### src/rtl/dbr_pkg.sv
// Shared types for the deferred branch reconciliation unit.
package dbr_pkg;
    // Outcome of judging one deferred branch against the live prediction.
    typedef enum logic [2:0] {
        ACT_NONE    = 3'd0,
        ACT_DISCARD = 3'd1,
        ACT_AGREE   = 3'd2,
        ACT_RESET   = 3'd3,
        ACT_RECOVER = 3'd4
    } dbr_act_e;
endpackage

### src/rtl/dbr_compare.sv
// Purely combinational judge. It classifies a presented deferred branch
// against the pending prediction as it stands in this cycle.
// Assumes the caller registers the result; an ordinary branch resolving
// in the same cycle suppresses the judgement.
module dbr_compare
    import dbr_pkg::*;
#(
    parameter int AW = 32,
    parameter int CW = 6
) (
    input  logic          db_valid,
    input  logic          db_pred,
    input  logic [AW-1:0] db_target,
    input  logic [CW-1:0] db_defer,
    input  logic          ob_resolve,
    input  logic          pend_valid,
    input  logic [AW-1:0] pend_target,
    input  logic [CW-1:0] pend_count,
    output dbr_act_e      act
);
    logic same_target;
    logic same_defer;
    logic too_late;

    assign same_target = (db_target == pend_target);
    assign same_defer  = (db_defer == pend_count);
    assign too_late    = (db_defer < pend_count);

    // Pick the outcome; ordinary branch first, then predicate, then fields.
    always_comb begin
        if (!db_valid || ob_resolve) begin
            act = ACT_NONE;
        end else if (!db_pred) begin
            act = ACT_DISCARD;
        end else if (!pend_valid) begin
            act = ACT_RESET;
        end else if (same_target && same_defer) begin
            act = ACT_AGREE;
        end else if (too_late) begin
            act = ACT_RECOVER;
        end else begin
            act = ACT_RESET;
        end
    end
endmodule

### src/rtl/dbr_pending.sv
// Pending prediction registers and countdown. It holds one target and a
// remaining count, and a flag saying whether a deferred branch installed
// them. Priority: ordinary-branch cancel, deferred load, predictor load,
// countdown. A predictor load cannot displace a deferred transfer.
module dbr_pending #(
    parameter int AW = 32,
    parameter int CW = 6
) (
    input  logic          clk,
    input  logic          rst_n,
    input  logic          ob_resolve,
    input  logic          load_db,
    input  logic [AW-1:0] db_target,
    input  logic [CW-1:0] db_defer,
    input  logic          pred_load,
    input  logic [AW-1:0] pred_target,
    input  logic [CW-1:0] pred_dur,
    output logic          pend_valid,
    output logic [AW-1:0] pend_target,
    output logic [CW-1:0] pend_count,
    output logic          pend_db,
    output logic          xfer
);
    logic cancel;
    logic take_pred;

    assign cancel    = ob_resolve && pend_db;
    assign take_pred = pred_load && !pend_db;
    assign xfer      = pend_valid && (pend_count == '0);

    // Update the pending prediction by fixed priority.
    always_ff @(posedge clk) begin
        if (!rst_n) begin
            pend_valid  <= 1'b0;
            pend_target <= '0;
            pend_count  <= '0;
            pend_db     <= 1'b0;
        end else if (cancel) begin
            pend_valid <= 1'b0;
            pend_db    <= 1'b0;
        end else if (load_db) begin
            pend_valid  <= 1'b1;
            pend_target <= db_target;
            pend_count  <= db_defer;
            pend_db     <= 1'b1;
        end else if (take_pred) begin
            pend_valid  <= 1'b1;
            pend_target <= pred_target;
            pend_count  <= pred_dur;
            pend_db     <= 1'b0;
        end else if (pend_valid) begin
            if (pend_count == '0) begin
                pend_valid <= 1'b0;
                pend_db    <= 1'b0;
            end else begin
                pend_count <= pend_count - 1'b1;
            end
        end
    end

    // an ordinary branch drops a deferred transfer.
    a_r8_cancel: assert property (@(posedge clk) disable iff (!rst_n)
        (ob_resolve && pend_db) |=> !pend_valid);

    // a predictor load leaves a deferred target untouched.
    a_r10_pred_ignored: assert property (@(posedge clk) disable iff (!rst_n)
        (pend_db && pred_load && !ob_resolve && !load_db)
        |=> (pend_target == $past(pend_target)));

    // an idle pending prediction counts down by one.
    a_r2_countdown: assert property (@(posedge clk) disable iff (!rst_n)
        (pend_valid && pend_count != '0 && !ob_resolve && !load_db && !pred_load)
        |=> (pend_count == $past(pend_count) - 1'b1));

    // after the transfer cycle the prediction is gone unless reloaded.
    a_r2_expire: assert property (@(posedge clk) disable iff (!rst_n)
        (xfer && !load_db && !pred_load) |=> !pend_valid);
endmodule

### src/rtl/dbr_busy.sv
// Recovery latency timer. A start loads the latency that belongs to the
// outcome, and busy stays high until the count drains. A new start while
// busy restarts the count.
module dbr_busy #(
    parameter int LAT_HIT  = 3,
    parameter int LAT_MISS = 5,
    parameter int UNWIND   = 2
) (
    input  logic clk,
    input  logic rst_n,
    input  logic start,
    input  logic full_recover,
    input  logic hit,
    output logic busy
);
    localparam int MAXLAT = LAT_MISS + UNWIND;
    localparam int BW     = $clog2(MAXLAT + 1);

    logic [BW-1:0] remain;
    logic [BW-1:0] load_val;

    // Choose the stall length for this outcome.
    always_comb begin
        if (full_recover)  load_val = BW'(MAXLAT);
        else if (hit)      load_val = BW'(LAT_HIT);
        else               load_val = BW'(LAT_MISS);
    end

    // Load on start, otherwise drain toward zero.
    always_ff @(posedge clk) begin
        if (!rst_n)               remain <= '0;
        else if (start)           remain <= load_val;
        else if (remain != '0)    remain <= remain - 1'b1;
    end

    assign busy = (remain != '0);

    // the timer never holds more than the longest latency.
    always_ff @(posedge clk) begin
        if (rst_n) a_r7_bound: assert (remain <= BW'(MAXLAT));
    end

    // a start always makes busy visible in the next cycle.
    a_r7_start_busy: assert property (@(posedge clk) disable iff (!rst_n)
        start |=> busy);

    // without a new start the timer only drains.
    a_r7_drain: assert property (@(posedge clk) disable iff (!rst_n)
        (!start && busy) |=> (remain == $past(remain) - 1'b1));
endmodule

### src/rtl/dbr_unit.sv
// Deferred branch reconciliation top. It judges each deferred branch
// against the pending exit prediction and reports the outcome one cycle
// later. On a reset or a recovery it redirects fetch and reloads the
// prediction, and holds busy for the latency of that outcome.
module dbr_unit
    import dbr_pkg::*;
#(
    parameter int AW       = 32,
    parameter int CW       = 6,
    parameter int LAT_HIT  = 3,
    parameter int LAT_MISS = 5,
    parameter int UNWIND   = 2
) (
    input  logic          clk,
    input  logic          rst_n,
    input  logic          pred_load,
    input  logic [AW-1:0] pred_target,
    input  logic [CW-1:0] pred_dur,
    input  logic          db_valid,
    input  logic          db_pred,
    input  logic [AW-1:0] db_target,
    input  logic [CW-1:0] db_defer,
    input  logic          db_hit,
    input  logic          ob_resolve,
    output logic [2:0]    act_o,
    output logic          redir_valid_o,
    output logic [AW-1:0] redir_target_o,
    output logic          pend_valid_o,
    output logic [AW-1:0] pend_target_o,
    output logic [CW-1:0] pend_count_o,
    output logic          xfer_o,
    output logic          busy_o
);
    dbr_act_e      act;
    dbr_act_e      act_q;
    logic          load_db;
    logic          full_recover;
    logic          pend_db;
    logic          pend_valid;
    logic [AW-1:0] pend_target;
    logic [CW-1:0] pend_count;

    assign load_db      = (act == ACT_RESET) || (act == ACT_RECOVER);
    assign full_recover = (act == ACT_RECOVER);

    dbr_compare #(.AW(AW), .CW(CW)) u_cmp (
        .db_valid    (db_valid),
        .db_pred     (db_pred),
        .db_target   (db_target),
        .db_defer    (db_defer),
        .ob_resolve  (ob_resolve),
        .pend_valid  (pend_valid),
        .pend_target (pend_target),
        .pend_count  (pend_count),
        .act         (act)
    );

    dbr_pending #(.AW(AW), .CW(CW)) u_pend (
        .clk         (clk),
        .rst_n       (rst_n),
        .ob_resolve  (ob_resolve),
        .load_db     (load_db),
        .db_target   (db_target),
        .db_defer    (db_defer),
        .pred_load   (pred_load),
        .pred_target (pred_target),
        .pred_dur    (pred_dur),
        .pend_valid  (pend_valid),
        .pend_target (pend_target),
        .pend_count  (pend_count),
        .pend_db     (pend_db),
        .xfer        (xfer_o)
    );

    dbr_busy #(.LAT_HIT(LAT_HIT), .LAT_MISS(LAT_MISS), .UNWIND(UNWIND)) u_busy (
        .clk          (clk),
        .rst_n        (rst_n),
        .start        (load_db),
        .full_recover (full_recover),
        .hit          (db_hit),
        .busy         (busy_o)
    );

    // Register the outcome and the redirect request.
    always_ff @(posedge clk) begin
        if (!rst_n) begin
            act_q          <= ACT_NONE;
            redir_valid_o  <= 1'b0;
            redir_target_o <= '0;
        end else begin
            act_q          <= act;
            redir_valid_o  <= load_db;
            redir_target_o <= load_db ? db_target : redir_target_o;
        end
    end

    assign act_o         = act_q;
    assign pend_valid_o  = pend_valid;
    assign pend_target_o = pend_target;
    assign pend_count_o  = pend_count;

    // every redirect comes with a stall and a loaded prediction.
    a_r5_redirect_busy: assert property (@(posedge clk) disable iff (!rst_n)
        redir_valid_o |-> (busy_o && pend_valid && pend_target == redir_target_o));

    // discard and agree never redirect.
    a_r4_quiet: assert property (@(posedge clk) disable iff (!rst_n)
        (act_q == ACT_DISCARD || act_q == ACT_AGREE) |-> !redir_valid_o);

    // a deferred branch beside an ordinary one is dropped.
    a_r8_drop: assert property (@(posedge clk) disable iff (!rst_n)
        (ob_resolve && db_valid) |=> (act_q == ACT_NONE && !redir_valid_o));
endmodule

### config.mk
export PLATFORM = sky130hd
export DESIGN_NAME = dbr_unit
export DESIGN_NICKNAME = d
export VERILOG_FILES = /design/src/rtl/dbr_pkg.sv /design/src/rtl/dbr_compare.sv /design/src/rtl/dbr_pending.sv /design/src/rtl/dbr_busy.sv /design/src/rtl/dbr_unit.sv
export SDC_FILE = /design/constraint.sdc
export NUM_CORES = 1
export LEC_CHECK = 0
export ABC_AREA = 1
export BUFFER_PORTS_ARGS = -buffer_cell sky130_fd_sc_hd__buf_2
export CORE_ASPECT_RATIO = 0.9
export CORE_UTILIZATION = 45
export DETAILED_ROUTE_END_ITERATION = 12
export PLACE_DENSITY = 0.75
export RECOVER_POWER = 50
export SLEW_MARGIN = 25
export SYNTH_ARGS = -nofsm -noshare
export SYNTH_HDL_FRONTEND = slang
export SYNTH_SLANG_ARGS = --single-unit
### constraint.sdc
create_clock -name clk -period 2.55 [get_ports clk]
set_input_delay 0.51 -clock clk [delete_from_list [all_inputs] [get_ports clk]]
set_output_delay 0.51 -clock clk [all_outputs]
set_load 0.01 [all_outputs]
==> reports/metrics.sh, run 1 <==
START_UTIL=0.469
SHARE_OF_POST_ROUTE_CELLS_WITH_DRIVE_STRENGTH_ABOVE_1=0.194
PLACE.DETAILED.HPWL_MM=10.2
REPORT.FINAL.SLEW_VIOL_COUNT=0
FLOORPLAN.ROWS=34
POST_SYNTHESIS_REGISTER_BIT_COUNT=79
DRT_ITER0_MARKERS=392
WORST_SKEW_PAIR.LATE_LATENCY_PS=340
NUMBER_OF_ANTENNA_VIOLATIONS_AT_THE_FIRST_CHECK_IN_GLOBAL_ROUTING=0
DIE-WIDTH_UM=109
NUMPLACEDINSTANCES=1047
CRITICAL_PATH.MAX_STAGE_DELAY_PS=310
GRT_MAX_DEGREE=36
REPORT.FINAL.SETUP_VIOL=0
CTS_MADE_BUFFERS=9
CRITICAL-PATH-SLOWEST-CELL='sky130_fd_sc_hd__dfxtp_1'
PATH_CLASS='reg2reg'
ROUTED_WIRE_LENGTH_PER_INSTANCE_UM=13.7
FIRST_PASS_ITERS=5
PEAKVDDDROP_mV=0.519
ROUTE.DETAILED.VIAS_PER_INST=4.84
CRIT_REQUIRED_PS=2780
ANTENNA_LEFT=0
BIGGEST_FANOUT_ALONG_THE_WORST_TIMING_PATH=9
CP.ARRIVAL_PS=2630
POST-ROUTE-PERIOD-UTIL=0.940
MAX_FREQ_GHz=0.417
PLACEMENT.CELL_AREA_SQ_UM=5650
LAYOUTNONFILLERINSTCOUNT=1073
CRIT_PATH_CELL_TRACE='inv_1, ha_4, buf_4, a21oi_1, o211ai_1, nor2_2, inv_1, nor2_2, buf_4, o21ai_4, buf_12, clkbuf_16, nand2_1, nand2_1, nor2_1, nor2_1'
FIN_WORST_HOLD_SLACK_PS=450
TIMING_HOLD_VIOLATIONS_FINAL=0
NUMBER_OF_WARNINGS_PRINTED_DURING_YOSYS_SYNTHESIS=0
FINAL_PERIOD_MINUS_WORST_SETUP_SLACK_PS=2400
CP-START-KIND='register'
FILLCELLCOUNT=1000
GRT_USE_TOTAL=0.265
GLOBALPLACE.CONGESTION=0.864
TIMING_WORST_SLEW_PIN_VALUE_PS=570
SYNTHTOLAYOUTAREAGROWTH_PCT=32.9
YS_TYPES=35
DRV_CAP=0
POWER.LEAKAGE_nW=3.23
SYNTH_SEQUENTIAL_AREA_RATIO=0.343
DIE_H_UM=98.0
ROUTE.DETAILED.DRC=0
DIE-AREA_SQ_UM=10600
TOTAL_NUMBER_OF_H_TREE_LEVELS=3
ROUTE.FINAL.WIRE_LENGTH_MM=14.7
IOS=160
POSTSYNTHNETCOUNT=849
SYN_AVG_CELL_AREA_SQ_UM=6.09
SYNTH.CELL_AREA_SQ_UM=4610
SLEW-LIMIT-HEADROOM=0.620
GRT_PASS1_WL_MM=22.0
CP-END-KIND='register'
CTS.CLK_SLEW.WORST_PATHS_PS=60
FINALNETCOUNT=1036
CLK_ROOT_BUFFER_CELL='sky130_fd_sc_hd__clkbuf_16'
SKEW_PS=3.84
GLOBALROUTEOVERFLOWTOTAL=0
STATUS='completed'
GRT_PASS1_VIAS=4608
CTS.PATH.MAX_BUFFERS=2
DESIGN.CORE.AREA_SQ_UM=9830
IO_BUFFERS=159
TRITONCTS='done'
CP_TOP_FAMILY='buffers and inverters'
NETLIST_INSTANCES=756
HOLD_REMOVAL_PATH_CLASS='in2reg'
PWR_DENSITY_CELL_nW_PER_UM2=665
NUMCLOCKSINKS=79
FINISH.INSTANCE_AREA_SQ_UM=6120
N_ANTENNA_CELL=0
VIAS=5195
WORSTPATHBUFFERINVERTERCOUNT=6
==> cell type report <==
| type | count | area, sq um | area share |
|---|---|---|---|
| Inverter | 88 | 330 | 0.0539 |
| Timing Repair Buffer | 202 | 1160 | 0.189 |
| Clock buffer | 11 | 243 | 0.0396 |
| Multi-Input combinational cell | 563 | 2580 | 0.422 |
| Sequential cell | 79 | 1580 | 0.259 |
| Tap cell | 126 | 158 | 0.0257 |
| Clock inverter | 4 | 70.1 | 0.0114 |
==> routing by layer <==
layer / vias up / wire, um / global-route usage
li1: 2672 / - / -
met1: 2307 / 6900 / 0.361
met2: 203 / 6470 / 0.421
met3: 13 / 1220 / 0.0734
met4: 0 / 148 / 0.0437
met5: - / 0 / 0
==> timing repair <==
action,CTS,global route
hold buffers,0,0
pin swaps,3,12
resized for setup,1,17
setup buffers,0,4
endpoints found under the setup margin,32,41
gates cloned,1,6
==> power by group <==
group	total [W]	internal, W	leakage (nW)	switching, W
sequential	0.00145	0.00136	0.650	0.0000882
clock	0.00138	0.000875	0.155	0.000505
combinational	0.00125	0.000500	2.43	0.000745
total	0.00407	0.00274	3.23	0.00134
==> cells in the mapped netlist (all sizes together) <==
cell | n | area share
nand2 | 327 | 0.28
nor2 | 113 | 0.097
inv | 88 | 0.072
dfxtp | 79 | 0.34
a21oi | 41 | 0.045
buf | 21 | 0.037
nand3 | 21 | 0.023
o21ai | 14 | 0.017
ha | 10 | 0.027
nand4 | 9 | 0.012
xor2 | 8 | 0.015
clkbuf | 7 | 0.0057
xnor2 | 6 | 0.011
nor3 | 3 | 0.0033
a31oi | 2 | 0.0027
or2 | 2 | 0.0027
a21boi | 1 | 0.0016
and2 | 1 | 0.0014
nand3b | 1 | 0.0016
nor4 | 1 | 0.0014
o211ai | 1 | 0.0016
==> metrics by stage <==
| step | util | setup TNS [ps] | worst slack (ps) | power [W] |
|---|---|---|---|---|
| floorplan | - | 0 | 287 | 0.00223 |
| global placement | 0.575 | -6120 | -195 | 0.00264 |
| detailed placement | 0.575 | -7150 | -229 | 0.00265 |
| CTS | 0.608 | 0 | 13.7 | 0.00403 |
| global route | 0.623 | -132 | -19.7 | 0.00432 |
| finish | 0.623 | 0 | 154 | 0.00407 |
==> worst register-to-register path, cell delays in order, from the launching register on <==
cell and delay [ps]:
sky130_fd_sc_hd__dfxtp_1 310, sky130_fd_sc_hd__inv_1 130, sky130_fd_sc_hd__ha_4 220, sky130_fd_sc_hd__buf_4 130
sky130_fd_sc_hd__a21oi_1 150, sky130_fd_sc_hd__o211ai_1 140, sky130_fd_sc_hd__nor2_2 150, sky130_fd_sc_hd__inv_1 60
sky130_fd_sc_hd__nor2_2 170, sky130_fd_sc_hd__buf_4 160, sky130_fd_sc_hd__o21ai_4 70, sky130_fd_sc_hd__buf_12 160
sky130_fd_sc_hd__clkbuf_16 170, sky130_fd_sc_hd__nand2_1 60, sky130_fd_sc_hd__nand2_1 50, sky130_fd_sc_hd__nor2_1 110
sky130_fd_sc_hd__nor2_1 50
==> cells by family (layout without fill, tap and decap cells) <==
logic type,count (synthesis),in the layout,share of synthesized area
and+or+nand+nor,478,480,0.421
AOI/OAI and AO/OA,59,59,0.0682
DFF,79,79,0.343
buffers and inverters,116,305,0.114
adders and majority gates,10,10,0.0272
xor gates and xnor gates,14,14,0.0266
==> layout by cell type (no fill, tap or decap), types with 2 or more instances in the layout <==
master | Yosys | routed
sky130_fd_sc_hd__nand2_1 | 314 | 312
sky130_fd_sc_hd__nor2_1 | 110 | 109
sky130_fd_sc_hd__buf_2 | 2 | 87
sky130_fd_sc_hd__inv_1 | 83 | 81
sky130_fd_sc_hd__dfxtp_1 | 79 | 77
sky130_fd_sc_hd__clkbuf_1 | 7 | 73
sky130_fd_sc_hd__a21oi_1 | 40 | 38
sky130_fd_sc_hd__buf_4 | 12 | 31
sky130_fd_sc_hd__nand3_1 | 21 | 21
sky130_fd_sc_hd__nand2_2 | 10 | 12
sky130_fd_sc_hd__clkbuf_16 | 0 | 12
sky130_fd_sc_hd__o21ai_0 | 10 | 10
sky130_fd_sc_hd__nand4_1 | 9 | 9
sky130_fd_sc_hd__xor2_1 | 8 | 8
sky130_fd_sc_hd__inv_2 | 5 | 7
sky130_fd_sc_hd__ha_1 | 10 | 7
sky130_fd_sc_hd__xnor2_1 | 6 | 6
sky130_fd_sc_hd__buf_12 | 1 | 4
sky130_fd_sc_hd__nor2_2 | 2 | 3
sky130_fd_sc_hd__a21oi_2 | 1 | 3
sky130_fd_sc_hd__nor3_1 | 3 | 3
sky130_fd_sc_hd__ha_4 | 0 | 3
sky130_fd_sc_hd__buf_6 | 2 | 3
sky130_fd_sc_hd__o21ai_1 | 2 | 2
sky130_fd_sc_hd__nand2_4 | 2 | 2
sky130_fd_sc_hd__or2_2 | 2 | 2
sky130_fd_sc_hd__a31oi_1 | 2 | 2
sky130_fd_sc_hd__bufinv_16 | 0 | 2
sky130_fd_sc_hd__clkinv_2 | 0 | 2
sky130_fd_sc_hd__nor2_4 | 0 | 2
sky130_fd_sc_hd__buf_8 | 1 | 2
sky130_fd_sc_hd__dfxtp_2 | 0 | 2
==> flip-flops by register name, summed over array words and instances (netlist names) <==
register and flops:
act_o 3, redir_target_o 32, redir_valid_o 1, u_busy.remain 3
u_pend.pend_count 6, u_pend.pend_db 1, u_pend.pend_target 32, u_pend.pend_valid 1
==> final timing paths <==
check,from,end,slack (ps),cells after the start
hold / removal,ob_resolve,act_o[0],450,4
setup reg to reg,u_pend.pend_count[5],u_pend.pend_target[31],150,16
setup / recovery,u_pend.pend_count[5],u_pend.pend_target[31],150,16
hold reg to reg,redir_target_o[3],redir_target_o[3],460,2
No activity file was read; power rests on OpenSTA's default activity.
==> run 2: changes to the inputs <==
- CORE_UTILIZATION: 45 -> 30
- PLACE_DENSITY: 0.75 -> 0.55
==> reports/metrics.sh, run 2 (synthesis results as in run 1) <==
N_ANTENNA_CELL=0
SYNTHTOLAYOUTAREAGROWTH_PCT=34.6
WL_MET2_MM=6.30
ROUTE.DETAILED.DRC=0
TIMING_WORST_SLEW_PIN_VALUE_PS=488
FINALNETCOUNT=1033
STATUS='completed'
CTS.PATH.MAX_BUFFERS=2
INTERNAL-POWER_W=0.00266
DRT_ITER0_MARKERS=245
MOSTFREQUENTLAYOUTCELL='sky130_fd_sc_hd__nand2_1'
SLEW-LIMIT-HEADROOM=0.672
SWSHARE=0.335
ROUTE.FINAL.WIRE_LENGTH_MM=15.3
POWER.LEAKAGE_nW=3.25
GRT_PASS1_WL_MM=23.3
GRT_MAX_DEGREE=46
BIGGEST_FANOUT_ALONG_THE_WORST_TIMING_PATH=4
CRIT_REQUIRED_PS=2780
POST-ROUTE-PERIOD-UTIL=0.949
MET3WIRELENGTH_UM=887
TRITONCTS='done'
UTILIZATION=0.417
SHARE_OF_POST_ROUTE_CELLS_WITH_DRIVE_STRENGTH_ABOVE_1=0.194
START_UTIL=0.310
FINAL_PERIOD_MINUS_WORST_SETUP_SLACK_PS=2420
GLOBALROUTEOVERFLOWTOTAL=0
TIMING_HOLD_VIOLATIONS_FINAL=0
GRT_SETUP_UNREPAIRED='true'
PEAKVDDDROP_mV=0.366
ROUTED_WIRE_LENGTH_PER_INSTANCE_UM=13.3
DIE-AREA_SQ_UM=15900
POWER.SEQUENTIAL.FRACTION=0.364
HOLD_REMOVAL_PATH_CLASS='in2reg'
FIRST_PASS_ITERS=4
REPORT.FINAL.SETUP_VIOL=0
DRV_CAP=0
P_CLK_FRAC=0.323
LAYOUT_TOP_REGISTERS='redir_target_o x32, u_pend.pend_target x32, u_pend.pend_count x6'
GRT_PASS1_VIAS=4581
PLACE.DETAILED.HPWL_MM=11.5
IO_BUFFERS=159
DESIGN.CORE.AREA_SQ_UM=14900
ROUTE.DETAILED.VIAS_PER_INST=4.38
SKEW_PS=6.86
NUMBER_OF_ANTENNA_VIOLATIONS_AT_THE_FIRST_CHECK_IN_GLOBAL_ROUTING=0
CLK_ROOT_BUFFER_CELL='sky130_fd_sc_hd__clkbuf_16'
LAYOUTNONFILLERINSTCOUNT=1143
CTS-HOLD-FIX-BUFFERS=0
NUMCLOCKSINKS=79
WL_MET1_MM=7.86
POWER_W=0.00400
CP-END-KIND='register'
TOTALNEGATIVESETUPSLACK_PS=0
TOTAL_NUMBER_OF_H_TREE_LEVELS=3
IOS=160
MAX_FREQ_GHz=0.413
DIE_H_UM=120
CP.ARRIVAL_PS=2650
PWR_DENSITY_CELL_nW_PER_UM2=645
FLOORPLAN.ROWS=42
REPORT.FINAL.SLEW_VIOL_COUNT=0
TOP_LAYER_USED='met4'
MOST-COMMON-LAYOUT-CELLS='sky130_fd_sc_hd__nand2_1, sky130_fd_sc_hd__nor2_1, sky130_fd_sc_hd__buf_2, sky130_fd_sc_hd__inv_1, sky130_fd_sc_hd__dfxtp_1'
GRT_USE_TOTAL=0.189
COMB_POWER_SHARE=0.313
VIAS=5006
P_SW_W=0.00134
GLOBALPLACE.CONGESTION=0.851
CTS_MADE_BUFFERS=9
DIE-WIDTH_UM=133
NUMPLACEDINSTANCES=1116
PATH_CLASS='reg2reg'
ANTENNA_LEFT=0
CP-START-KIND='register'
CTS.CLK_SLEW.WORST_PATHS_PS=60
WORST_SKEW_PAIR.LATE_LATENCY_PS=340
==> run 2: worst paths after layout <==
kind | startpoint | cells past startpoint | slack (ps) | end
setup / recovery | u_pend.pend_count[2] | 15 | 130 | u_busy.remain[1]
hold reg to reg | redir_target_o[1] | 2 | 460 | redir_target_o[1]
hold / removal | db_target[5] | 3 | 460 | redir_target_o[5]
setup reg to reg | u_pend.pend_count[2] | 15 | 130 | u_busy.remain[1]
==> run 2: cell type report <==
class | instances | area [sq um]
fill | 1677 | 8670
multi-input combinational | 561 | 2550
sequential | 79 | 1590
timing repair buffer | 201 | 1190
inverter | 88 | 330
tap | 198 | 248
clock buffer | 12 | 246
clock inverter | 4 | 45.0
==> run 2: worst max-delay path, cell delays in order, from the launching register on <==
cell and delay [ps]:
sky130_fd_sc_hd__dfxtp_1 330, sky130_fd_sc_hd__inv_1 70, sky130_fd_sc_hd__ha_1 270, sky130_fd_sc_hd__nand4_1 160, sky130_fd_sc_hd__inv_2 110, sky130_fd_sc_hd__o21ai_2 60
sky130_fd_sc_hd__o211ai_1 120, sky130_fd_sc_hd__nor2_2 70, sky130_fd_sc_hd__buf_4 130, sky130_fd_sc_hd__a21oi_2 170, sky130_fd_sc_hd__nand2_4 100, sky130_fd_sc_hd__buf_4 140
sky130_fd_sc_hd__buf_4 120, sky130_fd_sc_hd__or2_2 280, sky130_fd_sc_hd__nand2_1 70, sky130_fd_sc_hd__a21oi_1 60
==> run 2: layer usage <==
| metal | up-vias | track usage |
|---|---|---|
| li1 | 2663 | - |
| met1 | 2192 | 0.266 |
| met2 | 138 | 0.281 |
| met3 | 13 | 0.0507 |
| met4 | 0 | 0.0568 |
| met5 | - | 0 |
==> run 2: power groups by stage <==
stage	registers, W	logic, W	clock network (W)
global placement	0.00148	0.00120	0
CTS	0.00145	0.00121	0.00133
detailed placement	0.00148	0.00120	0
floorplan	0.00151	0.000715	0
global route	0.00147	0.00142	0.00138
finish	0.00145	0.00125	0.00129
==> run 2: stage by stage <==
| stage | cell area [sq um] | hold WS [ps] | worst slack, ps |
|---|---|---|---|
| after floorplan | 4610 | 461 | 287 |
| after detailed placement | 5760 | 454 | -168 |
| after global routing | 6200 | 467 | -46.5 |
| final | 6200 | 457 | 130 |
| after global placement | 5760 | 450 | -191 |
| after CTS | 6060 | 441 | 2.94 |
==> run 2: what timing repair did <==
item                       in CTS  in global routing
resized for setup               2                 13
setup endpoints to repair       6                 74
buffers inserted                0                  7
gates cloned                    0                  4
pin swaps                       0                 10
